===== config.mk =====
export PLATFORM = sky130hd
export DESIGN_NAME = adc_host
export DESIGN_NICKNAME = d
export VERILOG_FILES = /design/src/rtl/adc_host_pkg.sv /design/src/rtl/adc_host_dp.sv /design/src/rtl/adc_host_ctl.sv /design/src/rtl/adc_host.sv
export SDC_FILE = /design/constraint.sdc
export NUM_CORES = 1
export LEC_CHECK = 0
export ABC_AREA = 1
export ABC_CLOCK_PERIOD_IN_PS = 3900
export BUFFER_PORTS_ARGS = -buffer_cell sky130_fd_sc_hd__buf_2
export CAP_MARGIN = 25
export CORE_MARGIN = 5
export CORE_UTILIZATION = 46
export CTS_CLUSTER_DIAMETER = 100
export DETAILED_ROUTE_END_ITERATION = 10
export PLACE_DENSITY_LB_ADDON = 0.2
export SYNTH_ARGS = -nofsm -noshare
export SYNTH_HDL_FRONTEND = slang
export SYNTH_HIERARCHICAL = 1
export SYNTH_SLANG_ARGS = --single-unit
export TNS_END_PERCENT = 5

===== constraint.sdc =====
create_clock -name clk -period 3.9 [get_ports clk]
set_input_delay 0.39 -clock clk [delete_from_list [all_inputs] [get_ports clk]]
set_output_delay 0.39 -clock clk [all_outputs]
set_load 0.02 [all_outputs]

===== src/rtl/adc_host_pkg.sv =====
package adc_host_pkg;

  typedef enum logic [2:0] {
    ST_IDLE,
    ST_WAKE,
    ST_ACQ,
    ST_CONV,
    ST_WAIT,
    ST_READ
  } ctlState_e;

  // strobes from the control path to the datapath
  typedef struct packed {
    logic loadChan;  // latch requested channel onto the address lines
    logic capture;   // latch bus word and tag at end of read
    logic keep;      // captured word is delivered (not a recovery discard)
  } dpStrobe_t;

  localparam int RECOVERY_CONVS = 2;

endpackage


===== src/rtl/adc_host_dp.sv =====
module adc_host_dp
  import adc_host_pkg::*;
#(
  parameter int CHAN_W      = 3,
  parameter int DATA_W      = 8,
  parameter int SYNC_STAGES = 2
) (
  input  logic              clk,
  input  logic              rstN,
  input  dpStrobe_t         strobe,
  input  logic [CHAN_W-1:0] reqChan,
  input  logic              eocN,
  input  logic [DATA_W-1:0] dataBus,
  output logic              chanDiffers,
  output logic              eocFall,
  output logic [CHAN_W-1:0] chanAddr,
  output logic              outValid,
  output logic [DATA_W-1:0] outData,
  output logic [CHAN_W-1:0] outChan
);

  // synchronizer stages plus one history flop for edge detection
  logic [SYNC_STAGES:0] eocPipe;

  always_ff @(posedge clk) begin
    if (!rstN) eocPipe <= '1;
    else       eocPipe <= {eocPipe[SYNC_STAGES-1:0], eocN};
  end

  assign eocFall     = eocPipe[SYNC_STAGES] & ~eocPipe[SYNC_STAGES-1];
  assign chanDiffers = (reqChan != chanAddr);

  always_ff @(posedge clk) begin
    if (!rstN) begin
      chanAddr <= '0;
      outValid <= 1'b0;
      outData  <= '0;
      outChan  <= '0;
    end else begin
      if (strobe.loadChan) chanAddr <= reqChan;
      outValid <= strobe.capture & strobe.keep;
      if (strobe.capture) begin
        outData <= dataBus;
        outChan <= chanAddr;
      end
    end
  end

  // a result is announced for one cycle only
  a_r6_valid_pulse: assert property (@(posedge clk) disable iff (!rstN)
    outValid |=> !outValid);

  // address lines move only on an accepted request
  a_r9_chan_hold: assert property (@(posedge clk) disable iff (!rstN)
    !strobe.loadChan |=> $stable(chanAddr));

endmodule


===== src/rtl/adc_host_ctl.sv =====
module adc_host_ctl
  import adc_host_pkg::*;
#(
  parameter int PULSE_CYC   = 3,
  parameter int ACQ_CYC     = 16,
  parameter int WAKE_CYC    = 20,
  parameter int TIMEOUT_CYC = 60,
  parameter int READ_CYC    = 2
) (
  input  logic      clk,
  input  logic      rstN,
  input  logic      reqValid,
  output logic      reqReady,
  input  logic      chanDiffers,
  input  logic      eocFall,
  input  logic      autoPowerDown,
  input  logic      brownOut,
  output logic      convStN,
  output logic      csN,
  output logic      rdN,
  output logic      timeoutErr,
  output dpStrobe_t strobe
);

  localparam int MAX_A   = (WAKE_CYC > ACQ_CYC) ? WAKE_CYC : ACQ_CYC;
  localparam int MAX_B   = (TIMEOUT_CYC > PULSE_CYC) ? TIMEOUT_CYC : PULSE_CYC;
  localparam int MAX_C   = (MAX_A > MAX_B) ? MAX_A : MAX_B;
  localparam int CNT_MAX = (MAX_C > READ_CYC) ? MAX_C : READ_CYC;
  localparam int CNT_W   = $clog2(CNT_MAX + 1);
  localparam int DSC_W   = $clog2(RECOVERY_CONVS + 1);

  ctlState_e        state;
  logic [CNT_W-1:0] cnt;
  logic             acqPend;
  logic             convStNq;
  logic             readActN;
  logic [DSC_W-1:0] discardCnt;
  logic             cntDone;

  assign cntDone  = (cnt == '0);
  assign reqReady = (state == ST_IDLE);
  assign convStN  = convStNq;
  assign csN      = readActN;
  assign rdN      = readActN;

  always_comb begin
    strobe          = '0;
    strobe.loadChan = (state == ST_IDLE) && reqValid;
    strobe.capture  = (state == ST_READ) && cntDone;
    strobe.keep     = (discardCnt == '0);
  end

  always_ff @(posedge clk) begin
    if (!rstN) begin
      state      <= ST_IDLE;
      cnt        <= '0;
      acqPend    <= 1'b0;
      convStNq   <= 1'b0;
      readActN   <= 1'b1;
      timeoutErr <= 1'b0;
      discardCnt <= '0;
    end else begin
      timeoutErr <= 1'b0;
      if (brownOut)
        discardCnt <= DSC_W'(RECOVERY_CONVS);
      else if (strobe.capture && discardCnt != '0)
        discardCnt <= discardCnt - 1'b1;

      unique case (state)
        ST_IDLE: if (reqValid) begin
          acqPend <= chanDiffers;
          if (!convStNq) begin
            state    <= ST_WAKE;
            convStNq <= 1'b1;
            cnt      <= CNT_W'(WAKE_CYC - 1);
          end else if (chanDiffers) begin
            state <= ST_ACQ;
            cnt   <= CNT_W'(ACQ_CYC - 1);
          end else begin
            state    <= ST_CONV;
            convStNq <= 1'b0;
            cnt      <= CNT_W'(PULSE_CYC - 1);
          end
        end
        ST_WAKE: begin
          if (!cntDone) cnt <= cnt - 1'b1;
          else if (acqPend) begin
            state <= ST_ACQ;
            cnt   <= CNT_W'(ACQ_CYC - 1);
          end else begin
            state    <= ST_CONV;
            convStNq <= 1'b0;
            cnt      <= CNT_W'(PULSE_CYC - 1);
          end
        end
        ST_ACQ: begin
          if (!cntDone) cnt <= cnt - 1'b1;
          else begin
            state    <= ST_CONV;
            convStNq <= 1'b0;
            cnt      <= CNT_W'(PULSE_CYC - 1);
          end
        end
        ST_CONV: begin
          if (!cntDone) cnt <= cnt - 1'b1;
          else begin
            if (!autoPowerDown) convStNq <= 1'b1;
            state <= ST_WAIT;
            cnt   <= CNT_W'(TIMEOUT_CYC - 1);
          end
        end
        ST_WAIT: begin
          if (eocFall) begin
            state    <= ST_READ;
            readActN <= 1'b0;
            cnt      <= CNT_W'(READ_CYC - 1);
          end else if (cntDone) begin
            timeoutErr <= 1'b1;
            state      <= ST_IDLE;
          end else cnt <= cnt - 1'b1;
        end
        ST_READ: begin
          if (!cntDone) cnt <= cnt - 1'b1;
          else begin
            readActN <= 1'b1;
            state    <= ST_IDLE;
          end
        end
        default: state <= ST_IDLE;
      endcase
    end
  end

  // the timeout flag never stretches
  a_r7_err_single: assert property (@(posedge clk) disable iff (!rstN)
    timeoutErr |=> !timeoutErr);

  // no read strobe while the request port is open
  a_r9_ready_quiet: assert property (@(posedge clk) disable iff (!rstN)
    reqReady |-> (csN && rdN));

  // a conversion never starts under an active read
  a_r4_fall_no_read: assert property (@(posedge clk) disable iff (!rstN)
    $fell(convStN) |-> csN);

endmodule


===== src/rtl/adc_host.sv =====
module adc_host
  import adc_host_pkg::*;
#(
  parameter int CHAN_W      = 3,
  parameter int DATA_W      = 8,
  parameter int SYNC_STAGES = 2,
  parameter int PULSE_CYC   = 3,
  parameter int ACQ_CYC     = 16,
  parameter int WAKE_CYC    = 20,
  parameter int TIMEOUT_CYC = 60,
  parameter int READ_CYC    = 2
) (
  input  logic              clk,
  input  logic              rstN,
  input  logic              reqValid,
  input  logic [CHAN_W-1:0] reqChan,
  output logic              reqReady,
  input  logic              autoPowerDown,
  input  logic              brownOut,
  output logic [CHAN_W-1:0] chanAddr,
  output logic              convStN,
  output logic              csN,
  output logic              rdN,
  input  logic              eocN,
  input  logic [DATA_W-1:0] dataBus,
  output logic              outValid,
  output logic [DATA_W-1:0] outData,
  output logic [CHAN_W-1:0] outChan,
  output logic              timeoutErr
);

  dpStrobe_t strobe;
  logic      chanDiffers;
  logic      eocFall;

  adc_host_ctl #(
    .PULSE_CYC  (PULSE_CYC),
    .ACQ_CYC    (ACQ_CYC),
    .WAKE_CYC   (WAKE_CYC),
    .TIMEOUT_CYC(TIMEOUT_CYC),
    .READ_CYC   (READ_CYC)
  ) u_ctl (
    .clk          (clk),
    .rstN         (rstN),
    .reqValid     (reqValid),
    .reqReady     (reqReady),
    .chanDiffers  (chanDiffers),
    .eocFall      (eocFall),
    .autoPowerDown(autoPowerDown),
    .brownOut     (brownOut),
    .convStN      (convStN),
    .csN          (csN),
    .rdN          (rdN),
    .timeoutErr   (timeoutErr),
    .strobe       (strobe)
  );

  adc_host_dp #(
    .CHAN_W     (CHAN_W),
    .DATA_W     (DATA_W),
    .SYNC_STAGES(SYNC_STAGES)
  ) u_dp (
    .clk        (clk),
    .rstN       (rstN),
    .strobe     (strobe),
    .reqChan    (reqChan),
    .eocN       (eocN),
    .dataBus    (dataBus),
    .chanDiffers(chanDiffers),
    .eocFall    (eocFall),
    .chanAddr   (chanAddr),
    .outValid   (outValid),
    .outData    (outData),
    .outChan    (outChan)
  );

endmodule


==> flow_summary.toml <==
[cells_and_area]
layout_common_cells = "nand2_1 (45), nor2_1 (40), buf_2 (36)"
fin_nets = 306
diodes = 0
fillers = 382
postLayoutCellArea_sq_um = 2020
final_common_cell = "nand2_1"
drive_gt1_frac = 0.222
syn_to_final_growth_pct = 17.1

[routing]
drc_errors = 0
wl_mm = 3.88
dr_total_vias = 1632
post_drt_via_cell_ratio = 4.92
antenna_left = 0
wl_per_cell_microns = 11.7
dr.pass1.iters = 4
first_iter_violations = 167

[flow_run]
drv_cap = 0

[timing]
timing.fmax_mhz = 534
grt_setup_unrepaired = "no"
hold_viol_final = 0
setup-violations-final = 0
tns_ns = 0
worst_slack_ns = 2.03
post-route-period-util = 0.480
drv_slew = 0
slew_headroom = 0.723
skew_ns = 0.0104
worst_pin_slew_ns = 0.414
post-route-min-period_ns = 1.87

[placed_design]
dpl_cell_area_sq_um = 1920
hpwl_mm = 2.91
portBuffers = 36
gp_congestion = 0.915
dp_slack_ns = 2.05

[global_route]
grt_max_degree = 27
grt_pass1_wl_mm = 6.63
overflow = 0
antenna_found_initial = 0
grt.total_usage = 0.162
grt_pass1_vias = 1525

[worst_setup_path]
cp.arrival_ns = 2.05
critPathKind = "register to register"
crit_chain = "inv_1 -> ha_1 -> nand3_2 -> nor2_4 -> nand2_2 -> nand2_1 -> inv_1 -> o21ai_1 -> inv_1"
r2r_cells = 9
slowest_delay_ns = 0.42
crit_path_top_delay_cell = "nor2_4"
crit_required_ns = 4.08
cp_common_cell = "inv_1"
endpoint_kind = "register"
start_kind = "register"
cp_max_fo = 17

[cts]
clk_pin_slew_ns = 0.07
cts_made_buffers = 5
cts_tree = "built"
clock-root-buffer = "clkbuf_8"
cts_max_level = 2
clk_latency_ns = 0.28
cts_max_path_buffers = 2
cts_resized = 0
cts_hold_buf = 0
cts_sinks = 33
post-cts-setup-buffer-count = 0

[synth]
synth_area_leaders = "dfxtp_1 (38%), nand2_1 (9.8%), nor2_1 (8.7%)"
synth_ff_type = "dfxtp_1"
ys_types = 30
ys_warn_count = 6
synthArstFlopShare = 0
synthCells = 247
synth-edff-count = 0
synth_area_sq_um = 1720
syn_avg_cell_area_sq_um = 6.98
syn-num-nets = 269
seq_area_frac_synth = 0.383
yosysTopAreaCellShare = 0.383
synth_top_cell_by_area = "dfxtp_1"
ys_ff_latch = 33

[power]
ir_drop_v = 0.000225
power.leakage_nw = 1.02
p_per_area_nw_per_um2 = 648
report.power.total_w = 0.00131

[floorplan]
start_util = 0.475
coreArea_sq_um = 3630
die_w_microns = 71.2
row_count = 22
dieArea_sq_um = 5070
io_pins = 37
die-height_microns = 71.2

[min_path]
hp-class = "input pin to register"
whs_path_depth = 2

[outcome]
outcome = "finished, final reports clean"
power breakdown:
part           leakage [nW]  internal [W]  total (W)  switching, W
registers             0.270      0.000390   0.000452     0.0000620
clock network        0.0540      0.000186   0.000306      0.000121
logic                 0.698      0.000193   0.000550      0.000357
cells in the mapped netlist (all sizes together), types with 2 or more instances:
master / count
a31oi: 2
nand3: 16
nor3: 2
nand2: 50
o21bai: 2
ha: 5
inv: 31
o21ai: 29
or2: 3
xnor2: 2
a21oi: 15
dfxtp: 33
nor2: 45
buf: 5
per-layer routing:
| layer | share of wire | routed length, microns | up-vias | GRT usage |
|---|---|---|---|---|
| met1 | 0.46 | 1800 | 706 | 0.212 |
| met3 | 0.059 | 230 | 4 | 0.0477 |
| met4 | 0.0098 | 38 | 0 | 0.0564 |
| met5 | 0 | 0 | - | 0 |
| li1 | - | - | 864 | - |
| met2 | 0.47 | 1810 | 58 | 0.255 |
kinds of logic (layout without fill, tap and decap cells):
family | Yosys count | after routing | share of synthesized area
flops | 33 | 33 | 0.383
xor+xnor | 3 | 3 | 0.0152
buf+inv | 37 | 74 | 0.0958
compound gates | 51 | 51 | 0.157
fa+ha+maj | 5 | 5 | 0.0363
simple gates | 118 | 118 | 0.313
registers in the layout, indices dropped and copies added (netlist names):
register,flops
u_dp/outData,8
u_ctl/cnt,6
u_ctl/state,3
u_dp/chanAddr,3
u_dp/eocPipe,3
u_dp/outChan,3
u_ctl/discardCnt,2
u_ctl/acqPend,1
u_ctl/convStN,1
u_ctl/csN,1
u_ctl/timeoutErr,1
u_dp/outValid,1
path summary, 6_finish.rpt:
kind                                      start                   to  slack, ns
worst max-delay path               u_ctl/cnt[0]  u_ctl/discardCnt[1]       2.03
worst min-delay path                       eocN      u_dp/eocPipe[0]       0.31
worst min register to register  u_dp/eocPipe[0]      u_dp/eocPipe[1]       0.42
worst max register to register     u_ctl/cnt[0]  u_ctl/discardCnt[1]       2.03
stage by stage:
stage / cells / utilization / hold WS, ns
after floorplan: 247 / - / 0.393
after global placement: 325 / 0.527 / 0.396
after detailed placement: 325 / 0.527 / 0.410
after CTS: 332 / 0.556 / 0.300
after global routing: 332 / 0.556 / 0.303
final: 332 / 0.556 / 0.312
critical path, delay by kind of cell (launching register included):
family | cells | cell delay (ns)
AOI/OAI and AO/OA | 1 | 0.12
adders and majority gates | 1 | 0.18
buffers and inverters | 3 | 0.22
DFF | 1 | 0.33
and+or+nand+nor | 4 | 0.92
layout make-up:
class / instances / area (sq um) / share of cell area
Clock inverter: 2 / 35.0 / 0.0173
Timing Repair Buffer: 36 / 180 / 0.0892
Sequential cell: 33 / 661 / 0.327
Inverter: 31 / 116 / 0.0576
Multi-Input combinational cell: 177 / 898 / 0.445
Tap cell: 48 / 60.1 / 0.0297
Clock buffer: 5 / 68.8 / 0.0341
No activity file was read; power rests on OpenSTA's default activity.
